`src/rtl/evw_pkg.sv`:
```
package evw_pkg;

  typedef enum logic [2:0] {
    WAIT_RISE = 3'd0,
    WAIT_FALL = 3'd1,
    WAIT_ANY  = 3'd2,
    WAIT_HIGH = 3'd3,
    WAIT_LOW  = 3'd4
  } waitMode_e;

  // strobes from control to datapath
  typedef struct packed {
    logic load;  // capture condition and budget
    logic step;  // consume one cycle of budget
  } dpCmd_t;

endpackage

```
`src/rtl/evw_datapath.sv`:
```
module evw_datapath
  import evw_pkg::*;
#(
  parameter int TMO_W       = 32,
  parameter int SYNC_STAGES = 2
) (
  input  logic             clk,
  input  logic             rst,
  input  dpCmd_t           cmd,
  input  logic [2:0]       waitSel,
  input  logic [TMO_W-1:0] budget,
  input  logic             lineIn,
  output logic             condMet,
  output logic             lastTick,
  output logic             tmoZero,
  output logic             unbounded
);
  localparam int CNT_W = TMO_W - 1;

  logic [SYNC_STAGES-1:0] syncChain;
  logic                   syncQ;
  logic                   prevQ;
  logic [2:0]             modeQ;
  logic [CNT_W-1:0]       remQ;
  logic                   infQ;

  // synchronizer chain, depth chosen by parameter
  always_ff @(posedge clk) begin
    if (rst) syncChain[0] <= 1'b0;
    else     syncChain[0] <= lineIn;
  end

  for (genvar s = 1; s < SYNC_STAGES; s++) begin : g_sync
    always_ff @(posedge clk) begin
      if (rst) syncChain[s] <= 1'b0;
      else     syncChain[s] <= syncChain[s-1];
    end
  end

  assign syncQ = syncChain[SYNC_STAGES-1];

  always_ff @(posedge clk) begin
    if (rst) prevQ <= 1'b0;
    else     prevQ <= syncQ;
  end

  // request registers and budget counter
  always_ff @(posedge clk) begin
    if (rst) begin
      modeQ <= 3'd0;
      remQ  <= '0;
      infQ  <= 1'b0;
    end else if (cmd.load) begin
      modeQ <= waitSel;
      remQ  <= budget[CNT_W-1:0];
      infQ  <= budget[TMO_W-1];
    end else if (cmd.step && !infQ) begin
      remQ <= remQ - 1'b1;
    end
  end

  logic riseSeen, fallSeen;
  assign riseSeen = syncQ && !prevQ;
  assign fallSeen = !syncQ && prevQ;

  always_comb begin
    case (modeQ)
      WAIT_RISE: condMet = riseSeen;
      WAIT_FALL: condMet = fallSeen;
      WAIT_ANY:  condMet = riseSeen || fallSeen;
      WAIT_HIGH: condMet = syncQ;
      WAIT_LOW:  condMet = !syncQ;
      default:   condMet = 1'b0;
    endcase
  end

  assign lastTick  = !infQ && (remQ == CNT_W'(1));
  assign tmoZero   = (budget == '0);
  assign unbounded = infQ;

  // a step is only requested while budget remains above the final cycle
  p_step_above_last_r3: assert property (@(posedge clk) disable iff (rst)
    (cmd.step && !infQ) |-> (remQ > CNT_W'(1)));

endmodule

```
`src/rtl/evw_ctrl.sv`:
```
module evw_ctrl
  import evw_pkg::*;
(
  input  logic   clk,
  input  logic   rst,
  input  logic   start,
  input  logic   condMet,
  input  logic   lastTick,
  input  logic   tmoZero,
  input  logic   unbounded,
  output dpCmd_t cmd,
  output logic   busy,
  output logic   done,
  output logic   timedOut
);
  typedef enum logic {ST_IDLE, ST_WAIT} state_e;

  state_e stateQ;

  assign busy = (stateQ == ST_WAIT);

  always_comb begin
    cmd.load = (stateQ == ST_IDLE) && start;
    cmd.step = (stateQ == ST_WAIT) && !condMet && !lastTick;
  end

  always_ff @(posedge clk) begin
    if (rst) begin
      stateQ   <= ST_IDLE;
      done     <= 1'b0;
      timedOut <= 1'b0;
    end else begin
      done     <= 1'b0;
      timedOut <= 1'b0;
      case (stateQ)
        ST_IDLE: begin
          if (start) begin
            if (tmoZero) begin
              done     <= 1'b1;
              timedOut <= 1'b1;
            end else begin
              stateQ <= ST_WAIT;
            end
          end
        end
        ST_WAIT: begin
          if (condMet) begin
            done   <= 1'b1;
            stateQ <= ST_IDLE;
          end else if (lastTick) begin
            done     <= 1'b1;
            timedOut <= 1'b1;
            stateQ   <= ST_IDLE;
          end
        end
        default: stateQ <= ST_IDLE;
      endcase
    end
  end

  p_done_not_busy_r9: assert property (@(posedge clk) disable iff (rst)
    done |-> !busy);

  p_flag_with_done_r9: assert property (@(posedge clk) disable iff (rst)
    timedOut |-> done);

  p_unbounded_no_timeout_r4: assert property (@(posedge clk) disable iff (rst)
    (busy && unbounded) |=> !timedOut);

  p_ignore_start_r10: assert property (@(posedge clk) disable iff (rst)
    (busy && start) |-> !cmd.load);

  p_tie_cond_wins_r8: assert property (@(posedge clk) disable iff (rst)
    (busy && condMet && lastTick) |=> (done && !timedOut));

  p_reset_clears_r11: assert property (@(posedge clk)
    rst |=> (!busy && !done && !timedOut));

endmodule

```
`src/rtl/line_event_waiter.sv`:
```
module line_event_waiter
  import evw_pkg::*;
#(
  parameter int TMO_W       = 32,
  parameter int SYNC_STAGES = 2
) (
  input  logic                    clk,
  input  logic                    rst,
  input  logic                    start,
  input  logic [2:0]              waitSel,
  input  logic signed [TMO_W-1:0] budget,
  input  logic                    lineIn,
  output logic                    busy,
  output logic                    done,
  output logic                    timedOut
);
  dpCmd_t cmd;
  logic   condMet, lastTick, tmoZero, unbounded;

  evw_datapath #(
    .TMO_W       (TMO_W),
    .SYNC_STAGES (SYNC_STAGES)
  ) i_dp (
    .clk       (clk),
    .rst       (rst),
    .cmd       (cmd),
    .waitSel   (waitSel),
    .budget    (budget),
    .lineIn    (lineIn),
    .condMet   (condMet),
    .lastTick  (lastTick),
    .tmoZero   (tmoZero),
    .unbounded (unbounded)
  );

  evw_ctrl i_ctrl (
    .clk       (clk),
    .rst       (rst),
    .start     (start),
    .condMet   (condMet),
    .lastTick  (lastTick),
    .tmoZero   (tmoZero),
    .unbounded (unbounded),
    .cmd       (cmd),
    .busy      (busy),
    .done      (done),
    .timedOut  (timedOut)
  );

  p_zero_immediate_r2: assert property (@(posedge clk) disable iff (rst)
    (start && !busy && (budget == '0)) |=> (done && timedOut && !busy));

endmodule

```
`config.mk`:
```
export PLATFORM = sky130hd
export DESIGN_NAME = line_event_waiter
export DESIGN_NICKNAME = d
export VERILOG_FILES = /design/src/rtl/evw_pkg.sv /design/src/rtl/evw_datapath.sv /design/src/rtl/evw_ctrl.sv /design/src/rtl/line_event_waiter.sv
export SDC_FILE = /design/constraint.sdc
export NUM_CORES = 1
export LEC_CHECK = 0
export ABC_CLOCK_PERIOD_IN_PS = 3800
export CORE_MARGIN = 5
export CORE_UTILIZATION = 40
export DETAILED_ROUTE_END_ITERATION = 7
export SETUP_SLACK_MARGIN = 0.02
export SLEW_MARGIN = 20
export SYNTH_ARGS = -nofsm -noshare
export SYNTH_HDL_FRONTEND = slang
export SYNTH_HIERARCHICAL = 1
export SYNTH_SLANG_ARGS = --single-unit
```
`constraint.sdc`:
```
create_clock -name clk -period 3.8 [get_ports clk]
set_input_delay 0.95 -clock clk [delete_from_list [all_inputs] [get_ports clk]]
set_output_delay 0.95 -clock clk [all_outputs]
set_load 0.05 [all_outputs]
```
==> results.json, run 1 <==
{
  "syn_inst": 282,
  "p_int_w": 0.000799,
  "reg2reg_from": "i_dp/syncQ",
  "rsz0062_at_grt": "false",
  "clockBufferDepth": 2,
  "seqPwrFrac_pct": 44.7,
  "clkSlewWorstSetupHoldPaths_ns": 0.08,
  "rr_worst_depth": 10,
  "setup_viol": 0,
  "drt_iter0_drc": 102,
  "r2r_setup_slack_ns": 0.43,
  "final.setup.tns_ns": 0,
  "overflow": 0,
  "die_y_um": 87.4,
  "period_share_pct": 88.6,
  "synth_edf_count": 0,
  "yosysSeqAreaShare_pct": 34.2,
  "antenna_found_initial": 0,
  "ys_types": 53,
  "pre_cts_ws_ns": 0.427,
  "grt_pass1_vias": 2112,
  "leakage_nw": 1.03,
  "reg2reg_to": "i_dp/remQ[19]",
  "pwr-share-clk_pct": 29.9,
  "cts_tree": "built",
  "comb_power_share_pct": 25.4,
  "grt_pass1_wl_mm": 10.5,
  "ios": 42,
  "hold_end": "i_dp/syncQ",
  "syn_area_per_cell_um2": 8.51,
  "ys_ff_latch": 41,
  "p_sw_share_pct": 30.6,
  "vias": 2295,
  "synth-async-reset-ratio_pct": 0,
  "dpl.hpwl_mm": 4.62,
  "fin_ws_ns": 0.431,
  "hp-start": "i_dp/syncChain[0]",
  "clk_latency_ns": 0.29,
  "num_antenna_cells": 0,
  "min_period_ns": 3.37,
  "cts-root-buf": "clkbuf_8",
  "clock_sinks": 41,
  "outcome": "completed",
  "cap_violations": 0,
  "drive_gt1_share_pct": 8.67,
  "port_buffers": 41,
  "endpoint_kind": "flop",
  "synth_fp_nets": 325,
  "hold_depth": 1,
  "relSlewSlack_pct": 55.4,
  "worst_pin_slew_ns": 0.663,
  "powerDensity_nw_per_um2": 385,
  "drc_errors": 0,
  "final_cell_mix": "dfxtp_1 (41), clkdlybuf4s50_1 (41), nor2_1 (34)",
  "core_area_um2": 5890,
  "dieArea_um2": 7640,
  "hold_viol": 0,
  "ant_nets": 0,
  "grt_max_degree": 34,
  "netlist_area_um2": 2400,
  "peakVddDrop_mv": 0.259,
  "cts_hold_buf": 0,
  "htree_levels": 2,
  "synthToLayoutAreaGrowth_pct": 24.6,
  "cts_setup_buffers": 0,
  "grt_usage_pct": 17.4,
  "slew_violations": 0,
  "dr.pass1.iters": 4,
  "min_path_type": "flop to flop",
  "arrival_ns": 3.57,
  "worstPathRequired_ns": 4.00,
  "place.gp.congestion": 0.839,
  "post_drt_via_cell_ratio": 5.77,
  "ys.flop_type": "dfxtp_1",
  "clock.fmax_mhz": 297,
  "yosys_warnings": 6,
  "switchingPower_w": 0.000352,
  "p_total_w": 0.00115,
  "routed_wl_mm": 6.34,
  "start_kind": "flop",
  "cp_max_fo": 9,
  "finClkSkew_ns": 0.00639,
  "final_nets": 366,
  "cts-resized-gates": 0,
  "worst-setup-path-type": "flop to flop",
  "chipWidth_um": 87.4,
  "rows": 28,
  "post_drt_wl_per_cell_um": 15.9,
  "start_util_pct": 40.8,
  "numCtsBuffers": 5
}
## Yosys cell counts, types with 2 or more instances
cell	n	area, um2
o21a_1	2	15.0
nor3b_1	2	15.0
and3_1	2	12.5
nand4_1	10	62.6
nand3b_1	3	22.5
a311oi_1	8	70.1
o2111a_1	3	33.8
and3b_1	2	17.5
inv_1	10	37.5
dfxtp_1	41	821
nand2_1	16	60.1
buf_6	2	22.5
nor2b_1	3	18.8
a221oi_1	3	26.3
xor2_1	4	35.0
or4_1	7	52.6
o221ai_1	3	26.3
nor3_1	14	70.1
nor4_1	11	68.8
or4b_1	3	30.0
or2_2	2	12.5
o31ai_1	7	52.6
clkbuf_1	9	33.8
o21ai_0	9	45.0
nand3_1	7	35.0
buf_2	3	15.0
o211ai_1	3	22.5
a21oi_1	8	40.0
nand2b_1	2	12.5
a211oi_1	10	75.1
mux2i_1	4	40.0
or3_1	7	43.8
xnor2_1	6	52.6
ha_1	4	50.1
nor2_1	34	128
## power by group through the flow
stage / Sequential (W) / Combinational, W / Clock (W)
5_1_grt: 0.000521 / 0.000325 / 0.000372
6_report: 0.000514 / 0.000292 / 0.000344
3_3_place_gp: 0.000523 / 0.000290 / 0
4_1_cts: 0.000514 / 0.000293 / 0.000352
2_1_floorplan: 0.000518 / 0.000192 / 0
3_5_place_dp: 0.000523 / 0.000291 / 0
## how the worst max path moves through the flow
stage,start,end,slack [ns]
global placement,i_dp/syncQ,i_dp/remQ[15],0.52
CTS,i_dp/syncQ,i_dp/remQ[19],0.40
floorplan,i_dp/syncQ,i_dp/remQ[22],0.83
detailed placement,i_dp/syncQ,i_dp/remQ[19],0.43
finish,i_dp/syncQ,i_dp/remQ[19],0.43
global route,i_dp/syncQ,i_dp/remQ[19],0.09
## metrics by stage
step	instances	cell area, um2	util [%]	hold WS (ns)
after CTS	398	2990	50.8	0.452
after detailed placement	391	2880	49.0	0.432
after global placement	391	2880	49.0	0.433
final	398	2990	50.8	0.445
after global routing	398	2990	50.8	0.472
after floorplan	282	2400	-	0.414
## critical path, stage by stage, from the launching register on
cell and delay [ns]:
dfxtp_1 0.38, inv_1 0.07, ha_1 0.27, inv_1 0.03, mux4_2 0.43, mux2_2 0.31, nor3b_4 0.28, nor4b_2 0.50
nand4_1 0.36, or3_1 0.40, a311oi_1 0.25
## state kept, by name (all words and copies together), names as in the netlist
name / cells
i_dp/syncChain: 1
i_dp/prevQ: 1
i_ctrl/timedOut: 1
i_dp/remQ: 31
i_ctrl/done: 1
i_dp/syncQ: 1
i_ctrl/busy: 1
i_dp/modeQ: 3
i_dp/unbounded: 1
## final cells by class
| cell class | count | area, um2 |
|---|---|---|
| inverters | 10 | 37.5 |
| multi-input cells | 217 | 1470 |
| clock buffers | 5 | 68.8 |
| flip-flops and latches | 41 | 821 |
| fillers | 583 | 2900 |
| clock inverters | 2 | 35.0 |
| well taps | 75 | 93.8 |
| repair buffers | 48 | 463 |
## routing by layer
| metal | vias to the layer above | routed length [um] | GRT usage [%] |
|---|---|---|---|
| li1 | 1162 | - | - |
| met5 | - | 0 | 0 |
| met3 | 2 | 285 | 3.22 |
| met2 | 37 | 2870 | 27.1 |
| met1 | 1094 | 3160 | 24.5 |
| met4 | 0 | 29 | 4.60 |
## cell families after synthesis
group           Yosys count  synth area share, %
simple gates            138                 34.3
compound gates           59                 18.1
flops                    41                 34.2
buf+inv                  24                 4.54
xor+xnor                 10                 3.65
mux                       6                 3.08
fa+ha+maj                 4                 2.09
No activity file was read; power rests on OpenSTA's default activity.
==> inputs of run 2 (changes only) <==
ABC_AREA = 1   (was default)
PLACE_DENSITY = 0.65   (was default)
TNS_END_PERCENT = 1   (was default)
==> run 2 against run 1 <==
Fmax rose by 18%. Total power rose by 14%. Global-route usage up 2.1 points. Utilization fell by 1.1 points. Clock power decreased by 15%. Final area is 13% higher. Largest power group unchanged.
==> results.json, run 2 <==
{
  "largest_reg_flops": 31,
  "grt_usage_pct": 19.5,
  "rows": 30,
  "cts-root-buf": "clkbuf_8",
  "final_cell_mix": "nand2_1 (109), nor2_1 (79), inv_1 (60)",
  "regMostFlops": "i_dp/remQ",
  "setup_viol": 0,
  "drt_iter0_drc": 243,
  "synth.most_common_cell": "nand2_1",
  "netlist_area_um2": 2790,
  "final_nets": 550,
  "routed_wl_mm": 8.17,
  "synthToLayoutAreaGrowth_pct": 21.2,
  "multi_input_area_um2": 1660,
  "cts-resized-gates": 0,
  "ys_types": 34,
  "regArea_um2": 821,
  "clockBufferDepth": 2,
  "start_kind": "flop",
  "reg2reg_to": "i_dp/remQ[6]",
  "synth-async-reset-ratio_pct": 0,
  "fin_area_um2": 3380,
  "ys_ff_latch": 41,
  "postPlaceCellArea_um2": 3290,
  "endpoint_kind": "flop",
  "worstPathRequired_ns": 4.01,
  "syn_area_per_cell_um2": 5.96,
  "synth_edf_count": 0,
  "syn_inst": 467,
  "reg_top3": "i_dp/remQ: 31 flops, i_dp/modeQ: 3 flops",
  "period_share_pct": 75.2,
  "critPathCapture": "i_dp/remQ[6]",
  "peakVddDrop_mv": 0.189,
  "place.gp.congestion": 0.907,
  "r2r_setup_slack_ns": 0.94,
  "ant_nets": 0,
  "start_util_pct": 41.0,
  "post_drt_wl_per_cell_um": 13.5,
  "finClkSkew_ns": 0.00761,
  "dieArea_um2": 8730,
  "synth.area.top_cells": "dfxtp_1 (29%), nand2_1 (15%), nor2_1 (11%)",
  "ys.flop_type": "dfxtp_1",
  "drc_errors": 0,
  "cp_max_fo": 16,
  "clk_latency_ns": 0.30,
  "yosysSeqAreaShare_pct": 29.5,
  "max_stage_delay_ns": 0.36,
  "clock_sinks": 41,
  "clkSlewWorstSetupHoldPaths_ns": 0.09,
  "path_cells": "nor2_1 > nand2_1 > inv_2 > nand3_1 > nor2_1 > nor2_1 > nand2_1 > inv_1 > nand2_2 > inv_2 > nor2_4 > buf_4 > o21ai_0 > o21ai_0 > inv_1",
  "overflow": 0,
  "relSlewSlack_pct": 64.4,
  "synthTopCellsByCount": "nand2_1 (109), nor2_1 (80), inv_1 (60), dfxtp_1 (41), nand3_1 (37)",
  "clock.fmax_mhz": 350,
  "antenna_found_initial": 0,
  "dr.pass1.iters": 5,
  "post_drt_via_cell_ratio": 5.11,
  "numCtsBuffers": 5,
  "grt_pass1_wl_mm": 13.6,
  "grt_pass1_vias": 2890,
  "pre_cts_ws_ns": 0.951,
  "reg2reg_from": "i_dp/remQ[8]",
  "rr_worst_depth": 15,
  "fillers": 731,
  "die_y_um": 93.4,
  "powerDensity_nw_per_um2": 389,
  "startpoint": "i_dp/remQ[8]",
  "cp_common_cell": "nor2_1",
  "ios": 42,
  "vias": 3088,
  "num_antenna_cells": 0,
  "layout_commonest_cell": "nand2_1",
  "slew_violations": 0,
  "synth_top_area_cell": "dfxtp_1",
  "critPathSlowestCell": "dfxtp_1",
  "drive_gt1_share_pct": 6.89,
  "rsz0062_at_grt": "false",
  "leakage_nw": 1.48,
  "min_path_type": "flop to flop",
  "cts_hold_buf": 0,
  "final.setup.tns_ns": 0,
  "arrival_ns": 3.06,
  "hold_viol": 0,
  "dpl.hpwl_mm": 6.14,
  "yosys_warnings": 6,
  "worst-setup-path-type": "flop to flop",
  "fin_ws_ns": 0.941,
  "outcome": "completed",
  "cts_setup_buffers": 0,
  "worst_pin_slew_ns": 0.534,
  "synth_fp_nets": 510,
  "htree_levels": 2,
  "synth_top_area_share_pct": 29.5,
  "chipWidth_um": 93.4,
  "p_total_w": 0.00131,
  "min_period_ns": 2.86,
  "core_area_um2": 6790,
  "cap_violations": 0,
  "port_buffers": 41,
  "cts_tree": "built",
  "grt_max_degree": 28
}
[run 2: worst min-delay path by stage]
stage / start / to / slack (ns) / depth (start not counted)
global route: i_dp/syncChain[0] / i_dp/syncQ / 0.46 / 2
floorplan: i_dp/syncChain[0] / i_dp/syncQ / 0.39 / 2
CTS: i_dp/syncChain[0] / i_dp/syncQ / 0.41 / 2
finish: i_dp/syncChain[0] / i_dp/syncQ / 0.41 / 2
detailed placement: i_dp/syncChain[0] / i_dp/syncQ / 0.40 / 2
global placement: i_dp/syncChain[0] / i_dp/syncQ / 0.39 / 2
[run 2: cell families (layout without fill, tap and decap cells)]
| family | after synthesis | after routing | synth area share, % |
|---|---|---|---|
| AO/OA/AOI/OAI | 77 | 77 | 15.6 |
| XOR/XNOR | 2 | 2 | 0.629 |
| adder cells (fa/ha/maj) | 4 | 4 | 1.80 |
| buffers and inverters | 79 | 120 | 11.1 |
| flip-flops | 41 | 41 | 29.5 |
| AND/OR/NAND/NOR | 264 | 264 | 41.4 |
[run 2: where the power goes]
| group | internal, W | switching (W) | leakage (nW) | total [W] |
|---|---|---|---|---|
| clock network | 0.000128 | 0.000165 | 0.0450 | 0.000293 |
| registers | 0.000469 | 0.0000409 | 0.337 | 0.000510 |
| logic | 0.000178 | 0.000332 | 1.10 | 0.000510 |
[run 2: through the flow]
stage	hold slack [ns]	instances	utilization, %
after CTS	0.411	604	49.7
final	0.409	604	49.7
after floorplan	0.388	467	-
after global routing	0.458	604	49.7
after detailed placement	0.399	596	48.5
after global placement	0.390	596	48.5
[run 2: cell type report]
type | count | share of cell area, %
repair buffers | 46 | 13.3
multi-input cells | 347 | 49.1
clock buffers | 6 | 2.15
clock inverters | 2 | 0.296
well taps | 96 | 3.56
inverters | 66 | 7.34
flip-flops and latches | 41 | 24.3
[run 2: critical path, delay by kind of cell, from the launching register on]
| kind | cells | cell delay, ns |
|---|---|---|
| buf+inv | 5 | 0.72 |
| compound gates | 2 | 0.30 |
| simple gates | 8 | 1.36 |
| flops | 1 | 0.36 |
[run 2: metal layers]
layer	share of wire, %	GRT usage [%]	vias up	routed length (um)
met1	44	24.8	1385	3630
li1	-	-	1587	-
met2	47	33.2	104	3850
met4	1.3	5.62	0	109
met3	7.1	3.70	12	578
met5	0	0	-	0
